[src/rtl/slot_seq_pkg.sv]
package slot_seq_pkg;

    localparam int SLOT_W           = 8;
    localparam int WIDE_SLOT_CLKS   = 16;
    localparam int NARROW_SLOT_CLKS = 20;
    localparam int SUB_W            = $clog2(NARROW_SLOT_CLKS);
    localparam int FILL_X_W         = 9;
    localparam int COLOR_W          = 6;

    localparam logic [SLOT_W-1:0] WIDE_FILL_FIRST   = 8'd55;
    localparam logic [SLOT_W-1:0] WIDE_FILL_LAST    = 8'd207;
    localparam logic [SLOT_W-1:0] NARROW_FILL_FIRST = 8'd48;
    localparam logic [SLOT_W-1:0] NARROW_FILL_LAST  = 8'd168;

    typedef struct packed {
        logic wide;
        logic pal;
    } frame_mode_t;

    typedef struct packed {
        logic                start;
        logic                refresh;
        logic                ext;
        logic                fill;
        logic [FILL_X_W-1:0] fill_x;
    } slot_event_t;

    typedef struct packed {
        logic                hit;
        logic [FILL_X_W-1:0] x;
    } fill_pick_t;

    function automatic logic is_refresh_slot(input logic wide, input logic [SLOT_W-1:0] s);
        if (wide)
            return (s == 8'd73) || (s == 8'd105) || (s == 8'd137) ||
                   (s == 8'd169) || (s == 8'd201);
        else
            return (s == 8'd66) || (s == 8'd98) || (s == 8'd130) || (s == 8'd162);
    endfunction

    function automatic fill_pick_t pick_fill(input logic wide, input logic [SLOT_W-1:0] s);
        logic [SLOT_W-1:0] first;
        logic [SLOT_W-1:0] last;
        logic [SLOT_W-1:0] off;
        fill_pick_t        r;
        first = wide ? WIDE_FILL_FIRST : NARROW_FILL_FIRST;
        last  = wide ? WIDE_FILL_LAST  : NARROW_FILL_LAST;
        off   = s - first;
        r.hit = (s >= first) && (s <= last) && (off[2:0] == 3'b000);
        r.x   = {off[SLOT_W-1:4], 5'b00000};
        return r;
    endfunction

endpackage

[src/rtl/sqt_mode_latch.sv]
module sqt_mode_latch
    import slot_seq_pkg::*;
(
    input  logic        clk,
    input  logic        rst,
    input  logic        capture,
    input  frame_mode_t req,
    output frame_mode_t cur
);
    always_ff @(posedge clk) begin
        if (rst)
            cur <= '{wide: 1'b0, pal: 1'b0};
        else if (capture)
            cur <= req;
    end
endmodule

[src/rtl/sqt_line_timer.sv]
module sqt_line_timer
    import slot_seq_pkg::*;
#(
    parameter int LINE_CLKS  = 3420,
    parameter int NTSC_LINES = 262,
    parameter int PAL_LINES  = 313,
    parameter int LINE_W     = 9
) (
    input  logic              clk,
    input  logic              rst,
    input  frame_mode_t       mode,
    output logic [LINE_W-1:0] line,
    output logic [SLOT_W-1:0] slot,
    output logic              at_slot_start,
    output logic              at_frame_start
);
    localparam int POS_W = $clog2(LINE_CLKS);
    localparam logic [POS_W-1:0] POS_LAST = POS_W'(LINE_CLKS - 1);
    localparam logic [SUB_W-1:0] WIDE_SUB_LAST   = SUB_W'(WIDE_SLOT_CLKS - 1);
    localparam logic [SUB_W-1:0] NARROW_SUB_LAST = SUB_W'(NARROW_SLOT_CLKS - 1);
    localparam logic [LINE_W-1:0] NTSC_LAST_LINE = LINE_W'(NTSC_LINES - 1);
    localparam logic [LINE_W-1:0] PAL_LAST_LINE  = LINE_W'(PAL_LINES - 1);

    logic [POS_W-1:0]  pos;
    logic [SUB_W-1:0]  sub;
    logic [SUB_W-1:0]  sub_last;
    logic [LINE_W-1:0] line_last;

    always_comb begin
        sub_last  = mode.wide ? WIDE_SUB_LAST : NARROW_SUB_LAST;
        line_last = mode.pal  ? PAL_LAST_LINE : NTSC_LAST_LINE;
    end

    always_ff @(posedge clk) begin
        if (rst) begin
            pos  <= '0;
            sub  <= '0;
            slot <= '0;
            line <= '0;
        end else if (pos == POS_LAST) begin
            pos  <= '0;
            sub  <= '0;
            slot <= '0;
            line <= (line == line_last) ? '0 : line + 1'b1;
        end else begin
            pos <= pos + 1'b1;
            if (sub == sub_last) begin
                sub  <= '0;
                slot <= slot + 1'b1;
            end else begin
                sub <= sub + 1'b1;
            end
        end
    end

    assign at_slot_start  = (sub == '0);
    assign at_frame_start = (pos == '0) && (line == '0);
endmodule

[src/rtl/sqt_slot_classifier.sv]
module sqt_slot_classifier
    import slot_seq_pkg::*;
#(
    parameter int NTSC_ACTIVE = 225,
    parameter int PAL_ACTIVE  = 241,
    parameter int LINE_W      = 9
) (
    input  frame_mode_t       mode,
    input  logic [LINE_W-1:0] line,
    input  logic [SLOT_W-1:0] slot,
    input  logic              at_slot_start,
    input  logic              display_en,
    output slot_event_t       ev
);
    localparam logic [LINE_W-1:0] NTSC_ACT = LINE_W'(NTSC_ACTIVE);
    localparam logic [LINE_W-1:0] PAL_ACT  = LINE_W'(PAL_ACTIVE);

    logic       in_active;
    logic       rendering;
    fill_pick_t pick;

    always_comb begin
        in_active  = line < (mode.pal ? PAL_ACT : NTSC_ACT);
        rendering  = display_en && in_active;
        pick       = pick_fill(mode.wide, slot);
        ev.start   = at_slot_start;
        ev.refresh = at_slot_start && is_refresh_slot(mode.wide, slot);
        ev.ext     = at_slot_start && !ev.refresh && !rendering;
        ev.fill    = at_slot_start && !display_en && in_active &&
                     (line != '0) && pick.hit;
        ev.fill_x  = ev.fill ? pick.x : '0;
    end
endmodule

[src/rtl/dslot_sequencer.sv]
module dslot_sequencer
    import slot_seq_pkg::*;
#(
    parameter int LINE_CLKS   = 3420,
    parameter int NTSC_LINES  = 262,
    parameter int PAL_LINES   = 313,
    parameter int NTSC_ACTIVE = 225,
    parameter int PAL_ACTIVE  = 241,
    localparam int MAX_LINES  = (PAL_LINES > NTSC_LINES) ? PAL_LINES : NTSC_LINES,
    localparam int LINE_W     = $clog2(MAX_LINES)
) (
    input  logic                clk,
    input  logic                rst,
    input  logic                cfg_wide,
    input  logic                cfg_pal,
    input  logic                display_en,
    input  logic [COLOR_W-1:0]  bg_color,
    output logic [LINE_W-1:0]   line_num,
    output logic [SLOT_W-1:0]   slot_num,
    output logic                slot_start,
    output logic                refresh_slot,
    output logic                ext_slot,
    output logic                fill_strobe,
    output logic [FILL_X_W-1:0] fill_x,
    output logic [LINE_W-1:0]   fill_line,
    output logic [COLOR_W-1:0]  fill_color,
    output logic                frame_wide,
    output logic                frame_pal
);
    frame_mode_t mode;
    frame_mode_t req;
    logic        frame_start;
    slot_event_t ev;

    assign req = '{wide: cfg_wide, pal: cfg_pal};

    sqt_mode_latch u_mode (
        .clk     (clk),
        .rst     (rst),
        .capture (frame_start),
        .req     (req),
        .cur     (mode)
    );

    sqt_line_timer #(
        .LINE_CLKS  (LINE_CLKS),
        .NTSC_LINES (NTSC_LINES),
        .PAL_LINES  (PAL_LINES),
        .LINE_W     (LINE_W)
    ) u_timer (
        .clk            (clk),
        .rst            (rst),
        .mode           (mode),
        .line           (line_num),
        .slot           (slot_num),
        .at_slot_start  (slot_start),
        .at_frame_start (frame_start)
    );

    sqt_slot_classifier #(
        .NTSC_ACTIVE (NTSC_ACTIVE),
        .PAL_ACTIVE  (PAL_ACTIVE),
        .LINE_W      (LINE_W)
    ) u_class (
        .mode          (mode),
        .line          (line_num),
        .slot          (slot_num),
        .at_slot_start (slot_start),
        .display_en    (display_en),
        .ev            (ev)
    );

    always_comb begin
        refresh_slot = ev.refresh;
        ext_slot     = ev.ext;
        fill_strobe  = ev.fill;
        fill_x       = ev.fill_x;
        fill_line    = ev.fill ? line_num - 1'b1 : '0;
        fill_color   = ev.fill ? bg_color : '0;
        frame_wide   = mode.wide;
        frame_pal    = mode.pal;
    end
endmodule

[config.mk]
export PLATFORM = sky130hd
export DESIGN_NAME = dslot_sequencer
export DESIGN_NICKNAME = d
export VERILOG_FILES = /design/src/rtl/slot_seq_pkg.sv /design/src/rtl/sqt_mode_latch.sv /design/src/rtl/sqt_line_timer.sv /design/src/rtl/sqt_slot_classifier.sv /design/src/rtl/dslot_sequencer.sv
export SDC_FILE = /design/constraint.sdc
export NUM_CORES = 1
export LEC_CHECK = 0
export BUFFER_PORTS_ARGS = -buffer_cell sky130_fd_sc_hd__buf_2
export CAP_MARGIN = 20
export CORE_ASPECT_RATIO = 1.5
export CORE_UTILIZATION = 52
export CTS_BUF_LIST = sky130_fd_sc_hd__clkbuf_8
export DETAILED_ROUTE_END_ITERATION = 7
export PLACE_DENSITY = 0.78
export SLEW_MARGIN = 25
export SYNTH_ARGS = -nofsm -noshare
export SYNTH_HDL_FRONTEND = slang
export SYNTH_SLANG_ARGS = --single-unit
[constraint.sdc]
create_clock -name clk -period 3.94 [get_ports clk]
set_input_delay 0.591 -clock clk [delete_from_list [all_inputs] [get_ports clk]]
set_output_delay 0.591 -clock clk [all_outputs]
set_load 0.01 [all_outputs]
* Yosys cells after proc, flatten, opt, wreduce, memory -nomap -nowiden
Index checks and enable logic that the tools add are counted.
** Operators by class
- Reductions and logical operators :: 28
- $add $sub $neg :: 6
- Equal/unequal tests :: 12
- Order comparisons :: 3
- Muxes and demuxes :: 10
** Operator list (count)
- $eq A8 B8 Y1 const B :: 5
- $eq A8 B7 Y1 const B :: 4
- $mux W9 :: 3
- $add A12 B1 Y12 const B :: 1
- $eq A12 B12 Y1 const B :: 1
- $logic_not A12 Y1 :: 1
- $mux W6 :: 2
- $logic_and A1 B1 Y1 :: 11
- $mux W5 :: 2
- $add A9 B1 Y9 const B :: 1
- $eq A9 B9 Y1 :: 1
- $logic_not A9 Y1 :: 1
- $lt A9 B9 Y1 :: 1
- $reduce_bool A9 Y1 :: 1
- $sub A9 B1 Y9 const B :: 1
- $add A8 B1 Y8 const B :: 1
- $ge A8 B8 Y1 :: 1
- $le A8 B8 Y1 :: 1
- $sub A8 B8 Y8 :: 1
- $logic_or A1 B1 Y1 :: 7
- $mux W7 :: 1
- $add A5 B1 Y5 const B :: 1
- $eq A5 B5 Y1 :: 1
- $logic_not A5 Y1 :: 1
- other kinds (6) :: 8
** Word-level totals
- Bits in registers :: 36
- Logic and storage cells :: 65
- Output and inout port bits :: 47
- Input bits :: 11

* Longest topological paths before layout
- Depth after elaboration :: 10
- Mapped depth :: 8
- Mapped depth without buffers :: 7

* Modules after synthesis
From an unflattened synthesis, not the netlist that was laid out.
** Unflattened totals
- Cells, all modules :: 287
- Area, all modules :: 2428.6 µm²
** By module, submodules not included
- sqt_line_timer :: area each 1621.6 µm², instances 1, cells each 181, sequential area each 680.7 µm²
- sqt_slot_classifier :: area each 503.0 µm², instances 1, cells each 65, sequential area each 0.0 µm²
- dslot_sequencer :: area each 236.5 µm², instances 1, cells each 35, sequential area each 0.0 µm²
- sqt_mode_latch :: area each 67.6 µm², instances 1, cells each 6, sequential area each 40.0 µm²

* Least setup slack after synthesis
No wires, ideal clock.
- Path type :: register to output
- From :: register u_mode.cur[1] in the netlist's numbering
- To :: output fill_strobe
- Data required time :: 3.349 ns
- Arrival time :: 2.505 ns
- Stages on the path, launching flop included :: 9
- Buffers on the path :: 1
- Slack :: 0.844 ns
- Cells stage by stage :: dfxtp_1 inv_1 ha_1 nor2b_1 o21a_1 o21ai_0 a31oi_1 clkbuf_1 nor2_1
** Between the ends
- Longest elaborated chain between the ends :: 5
- Elaborated cells between the ends (all ways) :: 9
- Those cells by class :: add/sub: 1; order compare: 2; mux: 2; reduce/logical: 4
** Ends and longest elaborated chain
- start, declared :: line sqt_mode_latch.sv:8 : output frame_mode_t cur
- start signal, assigned :: line sqt_mode_latch.sv:12 : cur <= '{wide: 1'b0, pal: 1'b0};
- start signal, assigned :: line sqt_mode_latch.sv:14 : cur <= req;
- $mux W3 / $mux W7 (equally long branches) :: line slot_seq_pkg.sv:46, slot_seq_pkg.sv:47
- $sub A8 B8 Y8, or another cell as far along :: line slot_seq_pkg.sv:48 : off = s - first;
- $logic_not A3 Y1 / $logic_and A1 B1 Y1 (equally long branches) :: line slot_seq_pkg.sv:49 : r.hit = (s >= first) && (s <= last) && (off[2:0] == 3'b000);
- $logic_and A1 B1 Y1 * :: line slot_seq_pkg.sv:49
- $logic_and A1 B1 Y1 * :: line sqt_slot_classifier.sv:30 : (line != '0) && pick.hit;
- end, declared :: line dslot_sequencer.sv:23 : output logic fill_strobe,
Every way passes the cells marked *; elsewhere a longest branch is shown, timed or not.

* Final worst setup path
- From :: register u_mode.cur[1] in the netlist's numbering
- To :: output fill_line[3]
** Between the ends
- Longest elaborated chain between the ends :: 6
- Elaborated cells between the ends (all ways) :: 10
- Those cells by class :: add/sub: 1; order compare: 2; mux: 3; reduce/logical: 4
** Ends and longest elaborated chain
- $mux W3 / $mux W7 (equally long branches) :: line slot_seq_pkg.sv:46, slot_seq_pkg.sv:47
- $sub A8 B8 Y8, or another cell as far along :: line slot_seq_pkg.sv:48
- $logic_not A3 Y1 / $logic_and A1 B1 Y1 (equally long branches) :: line slot_seq_pkg.sv:49
- $logic_and A1 B1 Y1 * :: line slot_seq_pkg.sv:49
- $logic_and A1 B1 Y1 * :: line sqt_slot_classifier.sv:30
- $mux W9 * :: line dslot_sequencer.sv:78 : fill_line = ev.fill ? line_num - 1'b1 : '0;
- end, declared :: line dslot_sequencer.sv:25 : output logic [LINE_W-1:0] fill_line,
Marked as above.

==> out/qor.txt <==
status: complete, but fails checks
failing checks: DRC
Final WS setup: 365 ps
CP Max Fanout: 18
Ys Warns: 0
Post-Synth XOR/XNOR Area: 0.100
total CTS buffers: 5
Max-Slew Margin vs Limit: 0.508
slowest stage cell, crit path: dfxtp_1
WL/cell: 13.5 um
filler instances: 416
worst r2r dst: u_timer.line[8]
Final period util: 0.907
RR Startpoint: u_timer.pos[7]
Synth Area in Compound Gates: 0.141
GP Congestion: 0.823
Worst-path clk slew: 70 ps
via count: 2240
WHS Endpoint: u_timer.sub[0]
synthesized-area fraction occupied by adder cells: 0.0769
crit start category: flop
antenna violations before repair: 0
# DRC: 8
Buf/Inv on CP: 3
Synth area leaders: dfxtp_1 (30%), ha_1 (7.7%), nor2_1 (6.8%)
Antenna Nets Post-Route: 0
Unique masters post-synth: 50
Top delay family on crit path: compound AO/OA/AOI/OAI gates
synthesized area: 2440 um^2
Detailed Routing Iterations Pass 1: 6
clk root buf: clkbuf_8
Period minus WS final: 3580 ps
design area: 2800 um^2
Final nets: 365
CP Capture Type: output port
chip height: 85.9 um
Post-synth EDFFs: 0
most common cell after layout, fill and taps aside: buf_2
Synth Flop Type: dfxtp_1
Max H-tree Level: 2
I/O pins: 58
Critical Path AT: 2980 ps
layout cells sized above 1: 0.235
Fin Hold WS: 463 ps
hold depth: 1
CTS tree: done
Critical Path RT: 3350 ps
Setup WS pre-CTS: 703 ps
hold buffers post-CTS: 0
GRT Total Usage: 0.225
Peak supply drop: 0.000271 V
CP cell instances: inv_1, ha_1, nor2b_1, or3_1, a2111oi_4, o311ai_4, buf_4, a211oi_1, buf_2
CTS Sinks: 36
CP max stage delay: 480 ps
r2r worst-path depth: 5
die width: 57.9 um
area leader, netlist: dfxtp_1
clk_lat worst skew: 300 ps
Setup Viol. Count Final: 0
post-synthesis mux area share: 0.00820
post-cts gate resize count: 0
share of the synthesized area in the top cell type: 0.295
worst hold path class: reg -> reg
most frequent cells in the layout: buf_2 (51), nor2_1 (44), dfxtp_1 (36)
DP Wirelength: 3940 um
CP Launch Point: u_mode.cur[1]
Slew Viols, Final: 0
initial core utilization: 0.542
grt ovf: 0
Layout Area Growth over Synthesis: 14.6%
first-pass GRT wire length: 8770 um
drt initial violations: 58
Fin. Hold Viols: 0
Clock Path Buffers: 2
Setup Total Neg Slack: 0 ps
largest net degree at the start of global routing: 25
post-CTS setup buffer count: 0
Max Freq: 280 MHz
Site Rows: 30
Leak: 1.20 nW
clk_skew: 9.43 ps
max_cap viols: 0
Port Buffers: 51
simple-gate area share of the yosys netlist: 0.308
RSZ-0062 raised after global routing: false
dpl cell area: 2690 um^2
Post-synth ARST share: 0
Worst Hold Launch: u_timer.sub[0]
sequential fraction of the synthesis area: 0.295
Vias per Instance: 5.77
Antenna Cells: 0
Die ar.: 4980 um^2
crit path kind: reg -> out
Post-Route WL: 5250 um
reg2reg setup slack: 1530 ps
total core area: 4500 um^2
mean area per synthesized cell: 8.27 um^2
Slew @ Worst Pin: 730 ps
register bit total from synthesis: 36
vias in the first global route: 1988
Syn Inst Count: 295
largest family of logic cells by synthesized area: simple AND/OR/NAND/NOR gates
power density over the cells: 282 nW/um^2
==> flip-flops by register name, indices dropped and copies added, names as in the netlist <==
name / cells
u_timer.line: 9
u_mode.cur: 2
u_timer.sub: 5
u_timer.slot: 8
u_timer.pos: 12
==> per-layer routing <==
metal  wire length [um]  up-vias  GRT usage
met5                  0        -          0
met4                159        0      0.121
met3                249       16     0.0362
met2               2670       71      0.394
met1               2180     1039      0.255
li1                   -     1114          -
==> how the worst max path moves through the flow <==
stage	slack, ps	cells after the start	end
final	360	9	fill_line[3]
after global routing	190	9	fill_line[3]
after CTS	370	9	fill_line[3]
after detailed placement	700	9	fill_line[3]
after global placement	800	9	fill_line[3]
after floorplan	840	8	fill_strobe
==> stage by stage <==
stage	util	instances	power (mW)
floorplan	-	300	0.449
global route	0.621	388	0.819
finish	0.621	388	0.788
CTS	0.621	388	0.795
global placement	0.596	380	0.466
detailed placement	0.596	380	0.468
==> worst register-to-register path, stage by stage, from the launching register on <==
cell	delay [ps]
dfxtp_1	350
or4_1	560
nor3_1	510
or2_2	530
o21ai_0	180
o2bb2ai_1	170
==> report_power, final <==
part / internal [mW] / leakage (nW) / switching, mW
Combinational: 0.0342 / 0.851 / 0.0457
Sequential: 0.371 / 0.292 / 0.00910
Clock: 0.187 / 0.0541 / 0.141
Total: 0.592 / 1.20 / 0.196
==> cells by family after synthesis <==
group           count (synthesis)
compound gates                 43
xor+xnor                       28
fa+ha+maj                      15
buf+inv                        36
flops                          36
mux                             2
other cells                     1
simple gates                  134
==> cell usage after synthesis (all sizes together) (6+ instances only) <==
| cell | number |
|---|---|
| nor2 | 44 |
| dfxtp | 36 |
| nand2 | 16 |
| ha | 15 |
| inv | 15 |
| xor2 | 15 |
| clkbuf | 13 |
| nand3 | 13 |
| xnor2 | 13 |
| nor3 | 12 |
| o21ai | 10 |
| buf | 8 |
| nand4 | 6 |
| nor3b | 6 |
| or4 | 6 |
==> final cells by class <==
class | count | area, um^2 | share of cell area
Clock buffer | 5 | 68.8 | 0.0246
Clock inverter | 3 | 42.5 | 0.0152
Timing Repair Buffer | 53 | 270 | 0.0966
Sequential cell | 36 | 721 | 0.258
Multi-Input combinational cell | 228 | 1580 | 0.564
Inverter | 15 | 56.3 | 0.0201
Tap cell | 48 | 60.1 | 0.0215
No activity file was read; power rests on OpenSTA's default activity.
